===== config.mk =====
export PLATFORM = sky130hd
export DESIGN_NAME = simt_div_top
export DESIGN_NICKNAME = d
export VERILOG_FILES = /design/src/rtl/simt_div_pkg.sv /design/src/rtl/simt_div_ctrl.sv /design/src/rtl/simt_div_path.sv /design/src/rtl/simt_lane_sel.sv /design/src/rtl/simt_div_top.sv
export SDC_FILE = /design/constraint.sdc
export NUM_CORES = 1
export LEC_CHECK = 0
export ABC_AREA = 0
export BUFFER_PORTS_ARGS = -buffer_cell sky130_fd_sc_hd__buf_2
export CORE_ASPECT_RATIO = 1.5
export CORE_MARGIN = 2
export CORE_UTILIZATION = 31
export CTS_CLUSTER_DIAMETER = 200
export DETAILED_ROUTE_END_ITERATION = 10
export SETUP_SLACK_MARGIN = 0.15
export SLEW_MARGIN = 0
export SYNTH_ARGS = -nofsm -noshare
export SYNTH_HDL_FRONTEND = slang
export SYNTH_SLANG_ARGS = --single-unit

===== constraint.sdc =====
create_clock -name clk -period 4.6 [get_ports clk]
set_input_delay 0.46 -clock clk [delete_from_list [all_inputs] [get_ports clk]]
set_output_delay 0.46 -clock clk [all_outputs]
set_load 0.1 [all_outputs]

===== src/rtl/simt_div_pkg.sv =====
package simt_div_pkg;

  typedef enum logic [1:0] {
    PC_SEQ    = 2'd0,
    PC_ELSE   = 2'd1,
    PC_TAKEN  = 2'd2,
    PC_RESUME = 2'd3
  } pcSel_e;

  typedef enum logic [1:0] {
    MK_KEEP    = 2'd0,
    MK_FALSE   = 2'd1,
    MK_RESUME  = 2'd2,
    MK_RESTORE = 2'd3
  } maskSel_e;

  typedef struct packed {
    logic     load;
    logic     push;
    logic     pop;
    logic     flip;
    logic     setOvf;
    pcSel_e   pcSel;
    maskSel_e maskSel;
  } ctrlStrb_t;

endpackage


===== src/rtl/simt_div_ctrl.sv =====
module simt_div_ctrl
  import simt_div_pkg::*;
(
  input  logic      clk,
  input  logic      rstN,
  input  logic      stepValid,
  input  logic      isBranch,
  input  logic      anyActive,
  input  logic      anyTrue,
  input  logic      anyFalse,
  input  logic      stackFull,
  input  logic      topInElse,
  input  logic      seqHit,
  input  logic      elseHit,
  input  logic      takenHit,
  output ctrlStrb_t strb
);

  logic   diverge;
  logic   hit;
  pcSel_e cand;

  always_comb begin
    strb         = '0;
    strb.pcSel   = PC_SEQ;
    strb.maskSel = MK_KEEP;
    strb.load    = stepValid;
    diverge      = 1'b0;
    cand         = PC_SEQ;
    hit          = seqHit;
    if (stepValid) begin
      if (isBranch && anyActive) begin
        if (!anyTrue) begin
          cand = PC_ELSE;
          hit  = elseHit;
        end else if (!anyFalse) begin
          cand = PC_TAKEN;
          hit  = takenHit;
        end else if (stackFull) begin
          strb.setOvf = 1'b1;
        end else begin
          diverge      = 1'b1;
          strb.push    = 1'b1;
          strb.pcSel   = PC_ELSE;
          strb.maskSel = MK_FALSE;
        end
      end
      if (!diverge) begin
        strb.pcSel = cand;
        if (hit) begin
          if (topInElse) begin
            strb.flip    = 1'b1;
            strb.pcSel   = PC_RESUME;
            strb.maskSel = MK_RESUME;
          end else begin
            strb.pop     = 1'b1;
            strb.maskSel = MK_RESTORE;
          end
        end
      end
    end
  end

  // at most one stack operation per step
  assert_one_stack_op_R8: assert property (@(posedge clk) disable iff (!rstN)
    $onehot0({strb.push, strb.pop, strb.flip}));

  // a push is never issued into a full stack
  assert_no_push_when_full_R9: assert property (@(posedge clk) disable iff (!rstN)
    strb.push |-> !stackFull);

endmodule


===== src/rtl/simt_div_path.sv =====
module simt_div_path
  import simt_div_pkg::*;
#(
  parameter int LANES = 8,
  parameter int PCW   = 16,
  parameter int DEPTH = 4,
  localparam int SPW  = $clog2(DEPTH + 1),
  localparam int IW   = (DEPTH > 1) ? $clog2(DEPTH) : 1
) (
  input  logic             clk,
  input  logic             rstN,
  input  ctrlStrb_t        strb,
  input  logic [LANES-1:0] laneCond,
  input  logic [PCW-1:0]   takenPc,
  input  logic [PCW-1:0]   elsePc,
  input  logic [PCW-1:0]   joinPc,
  output logic             anyActive,
  output logic             anyTrue,
  output logic             anyFalse,
  output logic             stackFull,
  output logic             topInElse,
  output logic             seqHit,
  output logic             elseHit,
  output logic             takenHit,
  output logic [LANES-1:0] mask,
  output logic [PCW-1:0]   pc,
  output logic [SPW-1:0]   sp,
  output logic             ovf
);

  typedef struct packed {
    logic [PCW-1:0]   joinAddr;
    logic [PCW-1:0]   takenAddr;
    logic [LANES-1:0] trueMask;
    logic [LANES-1:0] prevMask;
    logic             inElse;
  } stkEntry_t;

  stkEntry_t        stk [DEPTH];
  stkEntry_t        top;
  logic [LANES-1:0] tMask, fMask;
  logic [PCW-1:0]   seqPc, pcNext;
  logic [LANES-1:0] maskNext;
  logic [SPW-1:0]   spM1;
  logic [IW-1:0]    wrIdx, topIdx;
  logic             stackEmpty;

  assign tMask      = laneCond & mask;
  assign fMask      = ~laneCond & mask;
  assign anyActive  = |mask;
  assign anyTrue    = |tMask;
  assign anyFalse   = |fMask;
  assign seqPc      = pc + PCW'(1);
  assign spM1       = sp - SPW'(1);
  assign wrIdx      = sp[IW-1:0];
  assign topIdx     = spM1[IW-1:0];
  assign top        = stk[topIdx];
  assign stackEmpty = (sp == '0);
  assign stackFull  = (sp == SPW'(DEPTH));
  assign topInElse  = top.inElse;
  assign seqHit     = !stackEmpty && (seqPc == top.joinAddr);
  assign elseHit    = !stackEmpty && (elsePc == top.joinAddr);
  assign takenHit   = !stackEmpty && (takenPc == top.joinAddr);

  always_comb begin
    unique case (strb.pcSel)
      PC_ELSE:   pcNext = elsePc;
      PC_TAKEN:  pcNext = takenPc;
      PC_RESUME: pcNext = top.takenAddr;
      default:   pcNext = seqPc;
    endcase
    unique case (strb.maskSel)
      MK_FALSE:   maskNext = fMask;
      MK_RESUME:  maskNext = top.trueMask;
      MK_RESTORE: maskNext = top.prevMask;
      default:    maskNext = mask;
    endcase
  end

  always_ff @(posedge clk or negedge rstN) begin
    if (!rstN) begin
      pc   <= '0;
      mask <= '1;
      sp   <= '0;
      ovf  <= 1'b0;
      for (int i = 0; i < DEPTH; i++) stk[i] <= '0;
    end else if (strb.load) begin
      pc   <= pcNext;
      mask <= maskNext;
      if (strb.setOvf) ovf <= 1'b1;
      if (strb.push) begin
        stk[wrIdx] <= '{joinAddr: joinPc, takenAddr: takenPc,
                        trueMask: tMask, prevMask: mask, inElse: 1'b1};
        sp <= sp + SPW'(1);
      end else if (strb.pop) begin
        sp <= spM1;
      end else if (strb.flip) begin
        stk[topIdx].inElse <= 1'b0;
      end
    end
  end

  // a divergent split only ever removes lanes
  assert_split_subset_R5: assert property (@(posedge clk) disable iff (!rstN)
    strb.push |=> ((mask & ~$past(mask)) == '0));

  // overflow flag is sticky
  assert_ovf_sticky_R9: assert property (@(posedge clk) disable iff (!rstN)
    ovf |=> ovf);

  // a refused push raises the flag on the next cycle
  assert_ovf_raise_R9: assert property (@(posedge clk) disable iff (!rstN)
    strb.setOvf |=> ovf);

  // depth never exceeds the stack size
  assert_depth_bound_R8: assert property (@(posedge clk) disable iff (!rstN)
    sp <= SPW'(DEPTH));

  // without a stack operation or split the mask holds
  assert_mask_hold_R2: assert property (@(posedge clk) disable iff (!rstN)
    !(strb.push || strb.pop || strb.flip) |=> $stable(mask));

endmodule


===== src/rtl/simt_lane_sel.sv =====
module simt_lane_sel #(
  parameter int LANES = 8,
  parameter int W     = 8
) (
  input  logic [LANES-1:0]   laneCond,
  input  logic [LANES*W-1:0] selA,
  input  logic [LANES*W-1:0] selB,
  output logic [LANES*W-1:0] selOut
);

  for (genvar i = 0; i < LANES; i++) begin : g_lane
    assign selOut[i*W +: W] = laneCond[i] ? selA[i*W +: W] : selB[i*W +: W];
  end

endmodule


===== src/rtl/simt_div_top.sv =====
module simt_div_top
  import simt_div_pkg::*;
#(
  parameter int LANES = 8,
  parameter int W     = 8,
  parameter int PCW   = 16,
  parameter int DEPTH = 4,
  localparam int SPW  = $clog2(DEPTH + 1)
) (
  input  logic               clk,
  input  logic               rstN,
  input  logic               stepValid,
  input  logic               isBranch,
  input  logic [LANES-1:0]   laneCond,
  input  logic [PCW-1:0]     takenPc,
  input  logic [PCW-1:0]     elsePc,
  input  logic [PCW-1:0]     joinPc,
  input  logic [LANES*W-1:0] selA,
  input  logic [LANES*W-1:0] selB,
  output logic [LANES-1:0]   activeMask,
  output logic [LANES-1:0]   laneWrEn,
  output logic [PCW-1:0]     fetchPc,
  output logic [SPW-1:0]     stackDepth,
  output logic               overflow,
  output logic [LANES*W-1:0] selOut
);

  ctrlStrb_t strb;
  logic anyActive, anyTrue, anyFalse, stackFull, topInElse;
  logic seqHit, elseHit, takenHit;

  simt_div_ctrl u_ctrl (
    .clk(clk), .rstN(rstN), .stepValid(stepValid), .isBranch(isBranch),
    .anyActive(anyActive), .anyTrue(anyTrue), .anyFalse(anyFalse),
    .stackFull(stackFull), .topInElse(topInElse), .seqHit(seqHit),
    .elseHit(elseHit), .takenHit(takenHit), .strb(strb)
  );

  simt_div_path #(.LANES(LANES), .PCW(PCW), .DEPTH(DEPTH)) u_path (
    .clk(clk), .rstN(rstN), .strb(strb), .laneCond(laneCond),
    .takenPc(takenPc), .elsePc(elsePc), .joinPc(joinPc),
    .anyActive(anyActive), .anyTrue(anyTrue), .anyFalse(anyFalse),
    .stackFull(stackFull), .topInElse(topInElse), .seqHit(seqHit),
    .elseHit(elseHit), .takenHit(takenHit), .mask(activeMask),
    .pc(fetchPc), .sp(stackDepth), .ovf(overflow)
  );

  simt_lane_sel #(.LANES(LANES), .W(W)) u_sel (
    .laneCond(laneCond), .selA(selA), .selB(selB), .selOut(selOut)
  );

  assign laneWrEn = stepValid ? activeMask : '0;

endmodule


==> Word level (Yosys, flattened, before mapping) <==
Cells that the tools add are included.
{ "classes": {"muxes": 51, "bitwise": 5, "n_lt_le_gt_ge": 4, "add_sub_neg": 3, "reduce_logical": 18, "n_eq_ne": 11} }
{ "op_table": {"columns": ["cell", "n"], "rows": [
  ["2-to-1 mux 196 bit", 3],
  ["bitwise mux 196 bit", 2],
  ["demux 49 bit (select 2 bit)", 2],
  ["2-to-1 mux 49 bit", 3],
  ["binary-select mux 49 bit (select 2 bit)", 1],
  ["2-to-1 mux 8 bit", 10],
  ["== test 16 bit", 3],
  ["case mux 16 bit (3 select lines)", 1],
  ["case mux 8 bit (3 select lines)", 1],
  ["OR reduction 8 bit", 3],
  ["adder 16 x 1 -> 16 bit (second input constant)", 1],
  ["bitwise AND 8 bit", 2],
  ["2-to-1 mux 5 bit", 3],
  ["2-to-1 mux 1 bit", 14],
  ["2-to-1 mux 2 bit", 6],
  ["2-to-1 mux 3 bit", 3],
  ["== test 2 bit (second input constant)", 4],
  ["2-to-1 mux 4 bit", 2],
  ["NOT 8 bit", 1],
  ["greater-or-equal comparator 3 bit (second input constant)", 2],
  ["logical AND 1 bit", 6],
  ["< comparator 3 x 1 -> 1 bit (second input constant)", 2],
  ["NOT 2 -> 3 bit", 2],
  ["AND reduction 2 bit", 3],
  ["other kinds (10)", 12]
]} }
{ "totals": {"out_inout_bits": 100, "input_bits": 188, "regBits": 224} }

==> Logic depth before layout (Yosys ltp) <==
{ "depth": {"depth_word": 17, "ltp_mapped": 20, "ltp_nobuf": 12} }

==> Hierarchy <==
Synthesis repeated with hierarchy kept, for this count alone.
{ "unflattened": {"cells_unflattened": 999, "hier_area_um2": 12379.4} }
{ "by_module_without_submodules": {"columns": ["mod", "area_per_inst_um2", "cells_per_inst", "instances"], "rows": [
  ["simt_div_path", 11121.9, 894, 1],
  ["simt_lane_sel", 1051.0, 72, 1],
  ["simt_div_ctrl", 156.4, 25, 1],
  ["simt_div_top", 50.0, 8, 1]
]} }

==> Worst setup path after synthesis <==
Ideal clock, no wire load.
{ "synth_timing": {"path_type": "register -> register", "startpoint": "register u_path.sp[0]", "endpoint": "register u_path.pc[9]", "period_less_slack_ns": 4.556, "arrival_ns": 4.372, "path_stages_with_launch": 19, "path_buffers": 6, "setup_time_ns": 0.184, "setup_slack_ns": 0.044, "path_cell_list": "dfrtp_1 buf_6 buf_12 buf_12 buf_4 inv_1 ha_1 buf_6 mux4_1 xnor2_1 xnor2_1 nand2_1 nor4_2 nand4bb_2 a211o_1 buf_6 mux2_4 o22ai_2 a311oi_2"} }
{ "synth_via": {"elab_chain_len": 16, "elab_cells_between_ends": 35, "cone_classes": "add/sub (1); eq/ne (7); mux (21); bitwise (1); reduce/logical (5)"} }
{ "synth_lines": {"columns": ["element", "line", "source"], "rows": [
  ["from (decl)", "simt_div_path.sv:27", "output logic [SPW-1:0] sp,"],
  ["from (signal assigned)", "simt_div_path.sv:94", "sp <= sp + SPW'(1);"],
  ["from (signal assigned)", "simt_div_path.sv:96", "sp <= spM1;"],
  ["subtractor 3 x 1 -> 3 bit (*)", "simt_div_path.sv:54", "assign spM1 = sp - SPW'(1);"],
  ["named net u_path.spM1[0]", "simt_div_path.sv:44", "logic [SPW-1:0] spM1;"],
  ["NOT 2 -> 3 bit (implied by the code) (*)", "simt_div_path.sv:57", "assign top = stk[topIdx];"],
  ["binary-select mux 49 bit (select 2 bit) (*)", "simt_div_path.sv:57", null],
  ["2-to-1 mux 49 bit (implied by the code) (*) (2 in series)", "simt_div_path.sv:57", null],
  ["== test 16 bit, on equally long branches", "simt_div_path.sv:63, simt_div_path.sv:61", null],
  ["logical AND 1 bit, on equally long branches", "simt_div_path.sv:63, simt_div_path.sv:61", null],
  ["2-to-1 mux 1 bit", "simt_div_ctrl.sv:36", "end else if (!anyFalse) begin"],
  ["2-to-1 mux 1 bit", "simt_div_ctrl.sv:33", "if (!anyTrue) begin"],
  ["2-to-1 mux 1 bit", "simt_div_ctrl.sv:32", "if (isBranch && anyActive) begin"],
  ["2-to-1 mux 1 bit", "simt_div_ctrl.sv:31", "if (stepValid) begin"],
  ["2-to-1 mux 4 bit", "simt_div_ctrl.sv:50", "if (hit) begin"],
  ["2-to-1 mux 4 bit", "simt_div_ctrl.sv:48", "if (!diverge) begin"],
  ["2-to-1 mux 8 bit", "simt_div_ctrl.sv:31", null],
  ["== test 2 bit / == test 2 x 1 -> 1 bit (equally long branches)", "simt_div_path.sv:66", "unique case (strb.pcSel)"],
  ["case mux 16 bit (3 select lines) (*)", "simt_div_path.sv:66", null],
  ["to (signal assigned)", "simt_div_path.sv:88", "pc <= pcNext;"],
  ["to (decl)", "simt_div_path.sv:26", "output logic [PCW-1:0] pc,"]
]} }
Mark *: on every way through the listed nets, which the timed path passes. The rest lies on a longest branch. The select of a mux whose other input is x is not followed.
A chain may end at the register's enable or synchronous reset.

==> Final worst setup path <==
{ "layout_timing": {"startpoint": "register u_path.sp[1]", "endpoint": "register u_path.sp[2]"} }
{ "layout_via": {"elab_chain_len": 16, "elab_cells_between_ends": 32, "cone_classes": "add/sub (2); eq/ne (4); mux (18); bitwise (1); reduce/logical (7)"} }
{ "layout_lines": {"columns": ["element", "line"], "rows": [
  ["subtractor 3 x 1 -> 3 bit", "simt_div_path.sv:54"],
  ["NOT 2 -> 3 bit (implied by the code)", "simt_div_path.sv:57"],
  ["binary-select mux 49 bit (select 2 bit)", "simt_div_path.sv:57"],
  ["2-to-1 mux 49 bit (implied by the code) (2 in series)", "simt_div_path.sv:57"],
  ["== test 16 bit, on equally long branches", "simt_div_path.sv:63, simt_div_path.sv:61"],
  ["logical AND 1 bit, on equally long branches", "simt_div_path.sv:63, simt_div_path.sv:61"],
  ["2-to-1 mux 1 bit", "simt_div_ctrl.sv:36"],
  ["2-to-1 mux 1 bit", "simt_div_ctrl.sv:33"],
  ["2-to-1 mux 1 bit", "simt_div_ctrl.sv:32"],
  ["2-to-1 mux 1 bit", "simt_div_ctrl.sv:31"],
  ["2-to-1 mux 2 bit", "simt_div_ctrl.sv:50"],
  ["2-to-1 mux 2 bit", "simt_div_ctrl.sv:48"],
  ["2-to-1 mux 8 bit", "simt_div_ctrl.sv:31"],
  ["nonzero test 2 bit (no source line)", null],
  ["AND reduction 2 bit (no source line)", null]
]} }
Several ways; a longest one is shown, not always the timed one. The select of a mux whose other input is x is not followed.

==> flow_summary.toml <==
[run_status]
run_status = "finished, final reports clean"

[global_routing]
antenna_found_initial = 1
grt_pass1_wl_um = 54800
first_global_vias = 9544
maximum_number_of_pins_on_one_net_before_global_route_repair = 120
groute.usage.overall_pct = 16.9
sum_of_overflow_across_all_layers_after_global_routing = 0

[layout]
num-fill-cells = 3880
share_of_post_route_cells_with_drive_strength_above_1_pct = 47.4
layout.cells.most_common = "buf_2"
finish.net_count = 1468
post_route_standard_cell_area_excluding_fillers_sq_um = 14900
mostFrequentLayoutCells = "286 x buf_2, 215 x dfrtp_1, 196 x mux2_2, 109 x nand2_1, 84 x o21ai_0"
area_growth_syn_to_layout_pct = 21.9

[logic_synthesis]
synth_async_reset_ratio_pct = 100
syn_avg_cell_area_sq_um = 12.2
synth_fp_nets = 1199
number_of_synthesized_flops_with_an_enable_pin = 0
ys.warnings.count = 0
ys_seq_area_share_pct = 45.9
synthesis.instances = 1005
cell_area_synth_sq_um = 12200
ys_dominant_reg_cell = "dfrtp_1"
yosys_register_bits = 224
synth_cell_types = 66

[critical_path]
start_kind = "flip-flop"
ff2ff_setup_slack_ps = 440
r2r_start = "u_path.sp[1]"
rr_worst_depth = 12
critPathMaxFanout = 21
timing.critical_path.to_type = "flip-flop"
worst_r2r_endpoint = "u_path.sp[2]"
path_class = "reg2reg"
critPathArrivalTime_ps = 4560
critical_path_required_ps = 5010

[sta]
unrepaired_setup_endpoints_after_global_routing = "no"
whs_ps = 19.4
fin_tns_setup_ps = 0
maxSlewViolCount = 0
finalWorstPathRequiredPeriod_ps = 4160
relSlewSlack_pct = 36.6
timing_hold_violations_final = 0
clock-skew-final_ps = 11.2
worst_pin_slew_ps = 951
period_utilization_post_route_pct = 90.3
finalSetupViolCount = 0
fmax_mhz = 241

[floorplanning]
placeableCoreArea_sq_um = 39200
std_cell_rows = 89
fp.dieArea_sq_um = 41100
chipHeight_um = 247
num_ports = 288
die_width_um = 166
initial_utilization_pct = 31.2

[detailed_routing]
routed-via-count = 9051
drt_wl_total_um = 35500
post_drt_via_cell_ratio = 5.05
routedWlPerCell_um = 19.8
initialDrtViolationCount = 596
antenna_nets_post_route = 0
drtPass1Iterations = 5
drc_errors = 0

[clocking]
total_clock_sinks = 224
number_of_gates_resized_after_cts = 0
cts-root-to-sink-buffers = 3
cts_inserted_buffers = 24
cts-root-buf = "clkbuf_16"
clk-insertion-delay-late_ps = 530
post_cts_setup_buffer_count = 0
h-tree-depth = 1
post_cts_hold_buffer_count = 0
worst_path_clk_slew_ps = 60
tritoncts = "done"

[min_path]
timing.hold.worst.class = "in2async"

[place]
post-dp-hpwl_um = 25600
io_buffer_count = 287
gp_congestion = 0.918
postPlaceCellArea_sq_um = 14100

[pwr]
cellPowerDensity_nw_per_um2 = 352
max-vdd-ir-drop_uv = 413
power.leakage_uw = 0.00707

[flow_run]
maxCapViolations = 0
==> critical path, stage by stage (launching register included) <==
cell and delay, ps:
dfrtp_1 390, inv_1 100, ha_2 690, mux4_1 480, xnor2_1 230, xnor2_1 150, nand2_1 90, nor4_2 380
nor4b_1 610, o211ai_2 380, nor2_2 270, a31oi_1 120, xnor2_1 150
==> sequential cells by signal (all words and copies together), names as in the netlist <==
name	flops
u_path.pc	16
u_path.ovf	1
u_path.sp	3
u_path.mask	8
u_path.stk	196
==> kinds of logic (layout without fill, tap and decap cells) <==
| family | after synthesis | in the layout | synth area share, % |
|---|---|---|---|
| buf+inv | 80 | 366 | 3.58 |
| compound gates | 155 | 155 | 7.73 |
| simple gates | 210 | 210 | 8.13 |
| other cells | 0 | 1 | 0 |
| flops | 224 | 224 | 45.9 |
| xor+xnor | 64 | 64 | 4.91 |
| mux | 266 | 266 | 29.2 |
| fa+ha+maj | 6 | 6 | 0.613 |
==> worst max path at each step <==
stage          slack, ps  cells after the start          from           end
6_report             440                     12  u_path.sp[1]  u_path.sp[2]
5_1_grt              190                     13  u_path.sp[1]  u_path.pc[4]
4_1_cts              440                     13  u_path.sp[1]  u_path.pc[4]
3_5_place_dp         450                     13  u_path.sp[1]  u_path.pc[4]
3_3_place_gp         560                     13  u_path.sp[0]  u_path.pc[4]
2_1_floorplan        340                     18  u_path.sp[0]  u_path.pc[9]
==> per-stage QoR <==
stage | util [%] | total power, uW | std cells | setup WS (ps)
after global placement | 36.1 | 3370 | 1748 | 559
after floorplan | - | 3050 | 1005 | 338
after CTS | 38.1 | 5300 | 1791 | 438
after global routing | 38.1 | 5450 | 1792 | 188
after detailed placement | 36.1 | 3380 | 1748 | 452
final | 38.1 | 5260 | 1792 | 445
==> area by class of cell <==
class / count / area (sq um) / share of cell area, %
timing repair buffer: 309 / 1640 / 11.0
inverter: 14 / 52.6 / 0.352
clock buffer: 40 / 752 / 5.04
sequential: 224 / 5620 / 37.7
multi-input combinational: 701 / 6210 / 41.6
clock inverter: 3 / 25.0 / 0.168
tap: 500 / 626 / 4.19
antenna: 1 / 2.50 / 0.0168
==> power by group <==
group | switching [uW] | total, uW | internal [uW]
Combinational | 937 | 1230 | 293
Sequential | 105 | 2120 | 2010
Clock | 798 | 1910 | 1110
==> synthesized netlist by cell type, types with 4 or more instances <==
cell / n / area share (%)
ha_1: 6 / 0.61
buf_1: 5 / 0.15
xor2_1: 12 / 0.86
nor3_1: 5 / 0.20
clkbuf_1: 40 / 1.2
and2_1: 4 / 0.20
buf_4: 5 / 0.31
mux4_1: 8 / 1.7
mux2_2: 196 / 18
nand4_1: 13 / 0.66
mux4_4: 4 / 0.82
nand2b_1: 4 / 0.20
and4_1: 4 / 0.29
nor2_1: 31 / 0.95
nor4_1: 8 / 0.41
nand3_1: 12 / 0.49
mux2i_1: 15 / 1.2
a21o_1: 4 / 0.25
mux2_1: 5 / 0.46
inv_1: 14 / 0.43
and3_1: 5 / 0.26
o22ai_1: 20 / 1.0
buf_6: 9 / 0.83
mux4_2: 37 / 6.8
dfstp_2: 8 / 1.7
nand2_1: 112 / 3.4
dfrtp_1: 216 / 44
a21oi_1: 18 / 0.74
o21ai_0: 84 / 3.4
xnor2_1: 49 / 3.5
==> routing by layer <==
| metal | part of all wire [%] | global-route usage [%] | up-vias |
|---|---|---|---|
| met1 | 40 | 20.1 | 4456 |
| met3 | 5.3 | 2.54 | 67 |
| met4 | 3.6 | 6.85 | 0 |
| met2 | 51 | 30.8 | 321 |
| li1 | - | - | 4207 |
| met5 | 0 | 0 | - |
Note: power is estimated with default switching activity, not from simulation.
